--- src/rtl/scsi_hostif_pkg.sv ---
package scsi_hostif_pkg;
   localparam int SLOT_W    = 4;
   localparam int NUM_SLOTS = 1 << SLOT_W;
   localparam int BYTE_W    = 8;
   localparam int OP_W      = BYTE_W - 1;

   localparam logic [SLOT_W-1:0] SL_CNT_LO = 4'd0;
   localparam logic [SLOT_W-1:0] SL_CNT_HI = 4'd1;
   localparam logic [SLOT_W-1:0] SL_CMD    = 4'd3;
   localparam logic [SLOT_W-1:0] SL_STAT   = 4'd4;
   localparam logic [SLOT_W-1:0] SL_INTR   = 4'd5;
   localparam logic [SLOT_W-1:0] SL_STEP   = 4'd6;

   localparam int CFG_FIRST = 8;
   localparam int CFG_LAST  = 15;
   localparam int NUM_CFG   = CFG_LAST - CFG_FIRST + 1;
   localparam int CFG_REV   = 14;
   localparam int BRST_MASK_BIT = 6;

   localparam logic [OP_W-1:0] OP_FLUSH    = 7'h01;
   localparam logic [OP_W-1:0] OP_CHIP_RST = 7'h02;
   localparam logic [OP_W-1:0] OP_BUS_RST  = 7'h03;

   localparam logic [BYTE_W-1:0] ST_TERM_CNT  = 8'h10;
   localparam logic [BYTE_W-1:0] ST_ERR_CLR   = 8'hE0;
   localparam logic [BYTE_W-1:0] IV_FUNC_DONE = 8'h08;
   localparam logic [BYTE_W-1:0] IV_BUS_RST   = 8'h80;

   // Which bits of a configuration slot accept writes
   function automatic logic [BYTE_W-1:0] cfg_wmask(input int slot);
      case (slot)
         8, 12, 13, 14, 15: return 8'hFF;
         11:                return 8'h15;
         default:           return 8'h00;
      endcase
   endfunction

   function automatic logic [BYTE_W-1:0] cfg_rstval(input int slot, input logic [BYTE_W-1:0] rev);
      return (slot == CFG_REV) ? rev : 8'h00;
   endfunction
endpackage

--- src/rtl/scsi_hostif_decode.sv ---
module scsi_hostif_decode
   import scsi_hostif_pkg::*;
#(
   parameter int ADDR_W = 8
) (
   input  logic [ADDR_W-1:0]    addr_i,
   input  logic                 wr_en_i,
   output logic [SLOT_W-1:0]    slot_o,
   output logic [NUM_SLOTS-1:0] wr_hit_o
);
   localparam int LSB = 2;

   logic unused_addr;
   assign unused_addr = ^addr_i;

   assign slot_o = addr_i[LSB+SLOT_W-1:LSB];

   for (genvar g = 0; g < NUM_SLOTS; g++) begin : g_hit
      assign wr_hit_o[g] = wr_en_i && (slot_o == SLOT_W'(g));
   end
endmodule

--- src/rtl/scsi_hostif_cmd.sv ---
module scsi_hostif_cmd
   import scsi_hostif_pkg::*;
(
   input  logic              clk,
   input  logic              rst_n,
   input  logic              cmd_wr_i,
   input  logic [BYTE_W-1:0] cmd_byte_i,
   output logic              is_flush_o,
   output logic              is_chip_rst_o,
   output logic              is_bus_rst_o,
   output logic              dma_sel_o,
   output logic              strobe_o,
   output logic [OP_W-1:0]   opcode_o,
   output logic              dma_o
);
   logic [OP_W-1:0] op;

   assign op            = cmd_byte_i[OP_W-1:0];
   assign dma_sel_o     = cmd_byte_i[BYTE_W-1];
   assign is_flush_o    = (op == OP_FLUSH);
   assign is_chip_rst_o = (op == OP_CHIP_RST);
   assign is_bus_rst_o  = (op == OP_BUS_RST);

   always_ff @(posedge clk or negedge rst_n) begin
      if (!rst_n) begin
         strobe_o <= 1'b0;
         opcode_o <= '0;
         dma_o    <= 1'b0;
      end else if (cmd_wr_i) begin
         strobe_o <= 1'b1;
         opcode_o <= op;
         dma_o    <= dma_sel_o;
      end else begin
         strobe_o <= 1'b0;
         opcode_o <= '0;
         dma_o    <= 1'b0;
      end
   end

   AST_STROBE_FROM_WRITE: assert property (@(posedge clk) disable iff (!rst_n)
      strobe_o |-> $past(cmd_wr_i));
   AST_DMA_QUALIFIED: assert property (@(posedge clk) disable iff (!rst_n)
      dma_o |-> strobe_o);
endmodule

--- src/rtl/scsi_hostif_cfgbank.sv ---
module scsi_hostif_cfgbank
   import scsi_hostif_pkg::*;
#(
   parameter logic [BYTE_W-1:0] REV_CODE = 8'h04
) (
   input  logic                           clk,
   input  logic                           rst_n,
   input  logic                           soft_rst_i,
   input  logic [NUM_CFG-1:0]             wr_hit_i,
   input  logic [BYTE_W-1:0]              wdata_i,
   output logic [NUM_CFG-1:0][BYTE_W-1:0] cfg_o
);
   logic [NUM_CFG-1:0] unused_hit;

   for (genvar g = 0; g < NUM_CFG; g++) begin : g_slot
      localparam logic [BYTE_W-1:0] MASK = cfg_wmask(g + CFG_FIRST);
      localparam logic [BYTE_W-1:0] RSTV = cfg_rstval(g + CFG_FIRST, REV_CODE);
      if (MASK == '0) begin : g_fixed
         assign cfg_o[g]      = RSTV;
         assign unused_hit[g] = wr_hit_i[g];
      end else begin : g_store
         logic [BYTE_W-1:0] q;
         always_ff @(posedge clk or negedge rst_n) begin
            if (!rst_n)           q <= RSTV;
            else if (soft_rst_i)  q <= RSTV;
            else if (wr_hit_i[g]) q <= wdata_i & MASK;
         end
         assign cfg_o[g]      = q;
         assign unused_hit[g] = 1'b0;
      end
   end
endmodule

--- src/rtl/scsi_hostif_regs.sv ---
module scsi_hostif_regs
   import scsi_hostif_pkg::*;
#(
   parameter int                ADDR_W   = 8,
   parameter int                STEP_W   = 3,
   parameter logic [BYTE_W-1:0] REV_CODE = 8'h04
) (
   input  logic              clk,
   input  logic              rst_n,
   input  logic [ADDR_W-1:0] bus_addr,
   input  logic              wr_en,
   input  logic [BYTE_W-1:0] wr_data,
   input  logic              rd_en,
   output logic [BYTE_W-1:0] rd_data,
   input  logic              post_en,
   input  logic [BYTE_W-1:0] post_status,
   input  logic [BYTE_W-1:0] post_intr,
   input  logic [STEP_W-1:0] post_step,
   output logic              irq,
   output logic              cmd_strobe,
   output logic [OP_W-1:0]   cmd_opcode,
   output logic              cmd_dma
);
   initial begin : elab_checks
      if (ADDR_W < 6) $fatal(1, "ADDR_W must cover address bit 5");
      if (STEP_W < 1 || STEP_W > BYTE_W) $fatal(1, "STEP_W out of range");
   end

   logic [SLOT_W-1:0]    slot;
   logic [NUM_SLOTS-1:0] wr_hit;
   logic                 cmd_wr, rd_isr;
   logic                 is_flush, is_chip_rst, is_bus_rst, dma_sel;
   logic                 soft_rst;
   logic [NUM_CFG-1:0][BYTE_W-1:0] cfg_q;

   logic [BYTE_W-1:0] cnt_lo_q, cnt_hi_q, wcnt_lo_q, wcnt_hi_q, cmd_q, stat_q, intr_q;
   logic [STEP_W-1:0] step_q;
   logic              irq_q;
   logic [BYTE_W-1:0] cnt_lo_d, cnt_hi_d, wcnt_lo_d, wcnt_hi_d, cmd_d, stat_d, intr_d;
   logic [STEP_W-1:0] step_d;
   logic              irq_d;

   logic unused_hits;
   assign unused_hits = ^{wr_hit[7:4], wr_hit[2]};

   scsi_hostif_decode #(.ADDR_W(ADDR_W)) u_decode (
      .addr_i   (bus_addr),
      .wr_en_i  (wr_en),
      .slot_o   (slot),
      .wr_hit_o (wr_hit)
   );

   assign cmd_wr = wr_hit[SL_CMD];
   assign rd_isr = rd_en && (slot == SL_INTR);

   scsi_hostif_cmd u_cmd (
      .clk           (clk),
      .rst_n         (rst_n),
      .cmd_wr_i      (cmd_wr),
      .cmd_byte_i    (wr_data),
      .is_flush_o    (is_flush),
      .is_chip_rst_o (is_chip_rst),
      .is_bus_rst_o  (is_bus_rst),
      .dma_sel_o     (dma_sel),
      .strobe_o      (cmd_strobe),
      .opcode_o      (cmd_opcode),
      .dma_o         (cmd_dma)
   );

   assign soft_rst = cmd_wr && is_chip_rst;

   scsi_hostif_cfgbank #(.REV_CODE(REV_CODE)) u_cfg (
      .clk        (clk),
      .rst_n      (rst_n),
      .soft_rst_i (soft_rst),
      .wr_hit_i   (wr_hit[CFG_LAST:CFG_FIRST]),
      .wdata_i    (wr_data),
      .cfg_o      (cfg_q)
   );

   // Next state: read clear, then writes and commands, then post, chip reset last
   always_comb begin
      cnt_lo_d  = cnt_lo_q;
      cnt_hi_d  = cnt_hi_q;
      wcnt_lo_d = wcnt_lo_q;
      wcnt_hi_d = wcnt_hi_q;
      cmd_d     = cmd_q;
      stat_d    = stat_q;
      intr_d    = intr_q;
      step_d    = step_q;
      irq_d     = irq_q;
      if (rd_isr) begin
         stat_d = stat_d & ~ST_ERR_CLR;
         irq_d  = 1'b0;
      end
      if (wr_hit[SL_CNT_LO]) begin
         wcnt_lo_d = wr_data;
         stat_d    = stat_d & ~ST_TERM_CNT;
      end
      if (wr_hit[SL_CNT_HI]) begin
         wcnt_hi_d = wr_data;
         stat_d    = stat_d & ~ST_TERM_CNT;
      end
      if (cmd_wr) begin
         cmd_d = wr_data;
         if (dma_sel) begin
            cnt_lo_d = wcnt_lo_q;
            cnt_hi_d = wcnt_hi_q;
         end
         if (is_flush) begin
            intr_d = IV_FUNC_DONE;
            step_d = '0;
            irq_d  = 1'b1;
         end
         if (is_bus_rst) begin
            intr_d = IV_BUS_RST;
            if (!cfg_q[0][BRST_MASK_BIT]) irq_d = 1'b1;
         end
      end
      if (post_en) begin
         stat_d = post_status;
         intr_d = post_intr;
         step_d = post_step;
         irq_d  = 1'b1;
      end
      if (soft_rst) begin
         cnt_lo_d  = '0;
         cnt_hi_d  = '0;
         wcnt_lo_d = '0;
         wcnt_hi_d = '0;
         cmd_d     = '0;
         stat_d    = '0;
         intr_d    = '0;
         step_d    = '0;
         irq_d     = 1'b0;
      end
   end

   always_ff @(posedge clk or negedge rst_n) begin
      if (!rst_n) begin
         cnt_lo_q  <= '0;
         cnt_hi_q  <= '0;
         wcnt_lo_q <= '0;
         wcnt_hi_q <= '0;
         cmd_q     <= '0;
         stat_q    <= '0;
         intr_q    <= '0;
         step_q    <= '0;
         irq_q     <= 1'b0;
      end else begin
         cnt_lo_q  <= cnt_lo_d;
         cnt_hi_q  <= cnt_hi_d;
         wcnt_lo_q <= wcnt_lo_d;
         wcnt_hi_q <= wcnt_hi_d;
         cmd_q     <= cmd_d;
         stat_q    <= stat_d;
         intr_q    <= intr_d;
         step_q    <= step_d;
         irq_q     <= irq_d;
      end
   end

   assign irq = irq_q;

   always_comb begin
      rd_data = '0;
      if (slot[SLOT_W-1]) begin
         rd_data = cfg_q[slot[SLOT_W-2:0]];
      end else begin
         case (slot)
            SL_CNT_LO: rd_data = cnt_lo_q;
            SL_CNT_HI: rd_data = cnt_hi_q;
            SL_CMD:    rd_data = cmd_q;
            SL_STAT:   rd_data = stat_q;
            SL_INTR:   rd_data = intr_q;
            SL_STEP:   rd_data = BYTE_W'(step_q);
            default:   rd_data = '0;
         endcase
      end
   end

   AST_ISR_READ_CLEARS: assert property (@(posedge clk) disable iff (!rst_n)
      (rd_isr && !post_en && !cmd_wr) |=> (!irq && ((stat_q & ST_ERR_CLR) == '0)));
   AST_TC_CLEAR_ON_COUNT: assert property (@(posedge clk) disable iff (!rst_n)
      ((wr_hit[SL_CNT_LO] || wr_hit[SL_CNT_HI]) && !post_en) |=> !stat_q[4]);
   AST_IRQ_LEVEL_HOLD: assert property (@(posedge clk) disable iff (!rst_n)
      (irq && !rd_isr && !soft_rst) |=> irq);
   AST_BUS_RST_MASKED: assert property (@(posedge clk) disable iff (!rst_n)
      (cmd_wr && is_bus_rst && cfg_q[0][BRST_MASK_BIT] && !irq && !post_en) |=> !irq);
   AST_CHIP_RST_CLEARS: assert property (@(posedge clk) disable iff (!rst_n)
      soft_rst |=> (!irq && stat_q == '0 && cfg_q[CFG_REV-CFG_FIRST] == REV_CODE));
   AST_COUNT_COPY: assert property (@(posedge clk) disable iff (!rst_n)
      (cmd_wr && dma_sel && !is_chip_rst) |=> (cnt_lo_q == $past(wcnt_lo_q) && cnt_hi_q == $past(wcnt_hi_q)));
endmodule

--- config.mk ---
export PLATFORM = sky130hd
export DESIGN_NAME = scsi_hostif_regs
export DESIGN_NICKNAME = d
export VERILOG_FILES = /design/src/rtl/scsi_hostif_pkg.sv /design/src/rtl/scsi_hostif_decode.sv /design/src/rtl/scsi_hostif_cmd.sv /design/src/rtl/scsi_hostif_cfgbank.sv /design/src/rtl/scsi_hostif_regs.sv
export SDC_FILE = /design/constraint.sdc
export NUM_CORES = 1
export LEC_CHECK = 0
export ABC_AREA = 0
export BUFFER_PORTS_ARGS = -buffer_cell sky130_fd_sc_hd__buf_2
export CAP_MARGIN = 10
export CORE_UTILIZATION = 63
export CTS_CLUSTER_SIZE = 30
export DETAILED_ROUTE_END_ITERATION = 12
export PLACE_DENSITY = 0.85
export SLEW_MARGIN = 20
export SYNTH_ARGS = -nofsm -noshare
export SYNTH_HDL_FRONTEND = slang
export SYNTH_SLANG_ARGS = --single-unit
--- constraint.sdc ---
create_clock -name clk -period 3.2 [get_ports clk]
set_input_delay 0.32 -clock clk [delete_from_list [all_inputs] [get_ports clk]]
set_output_delay 0.32 -clock clk [all_outputs]
set_load 0.005 [all_outputs]
==> summary.md <==
| Metric | Value |
|---|---|
| Ys Warns | 0 |
| Hold_buf cts | 0 |
| DP HPWL | about 9600 um |
| Most frequent cells in the layout | dfrtp_1 (111), nand2_1 (68), buf_2 (52), a22o_1 (33), nor2_1 (25) |
| Post-route antenna net violation count | 0 |
| Seq/Total Area, Yosys | 53.41% |
| Die area | 8702 um^2 |
| CP Launch Point | bus_addr[5] |
| Antenna violations before repair | 0 |
| Clock buffer depth | 2 |
| Final setup margin | 744.3 ps |
| Fin nets | between 500 and 600 |
| GRT Total Usage | 34.00% |
| Register share of total power | 54.4% |
| Crit path max fanout | 23 |
| Max-capacitance violation count | 0 |
| CTS tree | done |
| Worst hold path class | input pin to async pin |
| Tmin final | 2456 ps |
| # Post-CTS Setup Buffers | 0 |
| CP startpoint kind | input pin |
| Clock share of power | a little under 30% |
| Wire length after detailed routing | 13930 um |
| CTS root buf | clkbuf_8 |
| Kind of critical path | input pin to output port |
| CTS Sinks | 112 |
| RSZ-0062 raised after global routing | false |
| First-pass GRT wire length | 21850 um |
| Die Ht | about 93 um |
| Proportion of layout cells with a drive suffix above 1 | 21.46% |
| DR iter-0 viols | about 440 |
| Logic pwr share | 16.5% |
| DR pass1 iterations | 5 |
| Syn avg cell area | 11.01 um^2 |
| Switching power | slightly above 900 uW |
| TritonCTS Buffers | 9 |
| Synth Instances | between 400 and 500 |
| Post-synth ARST share | 100.0% |
| DRC Markers | 0 |
| Peak VDD IR | around 0.36 mV |
| IO Pins | 58 |
| Largest net degree at the start of global routing | 69 |
| Reg2reg start | step_q[0] |
| TNS Setup | 0 ps |
| Clk_lat worst skew | 380 ps |
| GPL Wtd Cong | 0.9078 |
| Slew Limit Headroom | 41.92% |
| Starting Density | 66.56% |
| Yosys cell types | 55 |
| Layout Skew | 5.548 ps |
| Die width | 93.29 um |
| Fin. Hold Viols | 0 |
| Most common cell after layout, fill and taps aside | dfrtp_1 |
| Rows | 32 |
| CP endpoint kind | output port |
| Main synth FF type | dfrtp_1 |
| Vias | 4286 |
| Area Overhead vs Synth | 10.61% |
| Crit path DAT | 2140 ps |
| Clock transition at path regs | roughly 100 ps |
| Required time worst endpoint | 2880 ps |
| FF+latch count, synth | 112 |
| Outcome | finished clean |
| Diode count | 0 |
| LEAKAGE | 2.736 nW |
| Total number of H-tree levels | 3 |
| Overflow after GRT | 0 |
| Core ar. | a little under 8000 um^2 |
| Post-Syn Nets | a little over 500 |
| Post-place setup slack | 764.5 ps |
| EDFF count, synth | 0 |
| Pwr/cell area | 567.2 nW/um^2 |
| Fill cells | 529 |
| Placed cell count | 608 |
| Vias in the first global route | between 4000 and 5000 |
| Non-Filler Instances | 624 |
| Netlist Area Pre-Place | 5250 um^2 |
| Max-slew violation count | 0 |
| Setup Viol. Count Final | 0 |
| Port Buf Inserts | 53 |
| WL/cell | 22.33 um |
| Total Power | 3.293 mW |
| Internal | 2.388 mW |
| Switch share | 27.49% |
| Actual slew at the worst max-slew pin | between 800 and 900 ps |
| Avg Vias per Cell | around 6.9 |
| Top achievable clock speed | ~0.41 GHz |
| Worst reg2reg setup slack | 2250 ps |
| Final period util | 76.74% |
| Post-CTS sizing | 0 |
-- cell families after synthesis --
logic type / count (synthesis) / synth area share, %
multiplexers: 42 / 10.65
flip-flops: 112 / 53.41
buffers and inverters: 46 / 4.147
AO/OA/AOI/OAI: 135 / 18.99
AND/OR/NAND/NOR: 142 / 12.80
-- state kept, by name (all words and copies together) (netlist names) --
| signal | cells |
|---|---|
| u_cfg.g_slot.g_store.q | 43 |
| stat_q | 8 |
| irq | 1 |
| wcnt_lo_q | 8 |
| u_cmd.strobe_o | 1 |
| cnt_lo_q | 8 |
| u_cmd.opcode_o | 7 |
| step_q | 3 |
| wcnt_hi_q | 8 |
| cnt_hi_q | 8 |
| u_cmd.dma_o | 1 |
| cmd_q | 8 |
| intr_q | 8 |
-- final cells by class --
cell class	instances	area, um^2	share of cell area, %
flip-flops and latches	112	2804	48.29
multi-input cells	319	2232	38.44
repair buffers	67	385.4	6.637
clock buffers	11	141.4	2.435
well taps	102	127.6	2.198
clock inverters	5	86.33	1.487
inverters	8	30.03	0.5171
-- final timing paths --
check,to,cells after the start
setup / recovery,rd_data[7],6
hold / removal,u_cmd.opcode_o[5],1
setup reg to reg,step_q[0],3
hold reg to reg,cmd_q[5],1
max in group asynchronous,u_cfg.g_slot[6].g_store.q[2],2
min in group clk,stat_q[4],3
-- per-stage QoR --
| step | utilization [%] | area [um^2] | hold slack [ps] |
|---|---|---|---|
| after floorplan | - | 5250 | 24.41 |
| after global placement | 70.69 | 5575 | 459.4 |
| after detailed placement | 70.69 | 5575 | 466.3 |
| after CTS | 73.57 | 5803 | 74.29 |
| after global routing | 73.62 | 5807 | 120.8 |
| final | 73.62 | 5807 | 45.77 |
-- layer usage --
layer / wire (um) / share of wire (%) / track usage, % / up-vias
met1: 5347 / 38 / 47.14 / 2123
met3: 1449 / 10 / 6.992 / 52
li1: - / - / - / 1818
met2: 6585 / 47 / 52.02 / 293
met5: 0 / 0 / 0 / -
met4: 550 / 3.9 / 15.64 / 0
-- power by group through the flow --
stage | Combinational (mW) | Sequential, mW | Clock [mW]
2_1_floorplan | 0.376 | 1.76 | 0
3_3_place_gp | 0.509 | 1.80 | 0
3_5_place_dp | 0.536 | 1.81 | 0
4_1_cts | 0.539 | 1.79 | 0.964
5_1_grt | 0.591 | 1.81 | 1.01
6_report | 0.542 | 1.79 | 0.960
-- synthesized netlist by cell type, types with 3 or more instances --
cell,instances,area (um^2)
mux2i_1,15,150.1
mux2_2,8,90.09
nor2_1,25,93.84
o22ai_1,9,56.30
a2bb2oi_1,3,26.28
mux2_1,9,101.4
mux4_2,9,202.7
a22o_1,33,289.0
a221o_1,3,30.03
a21oi_1,20,100.1
and2_1,3,18.77
a31oi_1,3,18.77
nor2b_1,5,31.28
o211ai_1,3,22.52
and3_1,12,75.07
nand3_1,12,60.06
inv_1,6,22.52
a311o_1,3,30.03
a21oi_2,4,35.03
clkbuf_1,20,75.07
a32o_1,6,60.06
nand2_1,68,255.2
nand3b_1,4,30.03
buf_4,5,37.54
a21o_1,7,52.55
buf_2,9,45.04
o21ai_0,18,90.09
a22oi_1,9,67.56
dfrtp_1,111,2778
-- worst max-delay path, cell delays in order --
cell     delay (ps)
buf_2           250
nor2_1          650
nand2_1         220
o22ai_1         390
a221o_1         190
buf_2           120
No activity file was read; power rests on OpenSTA's default activity.
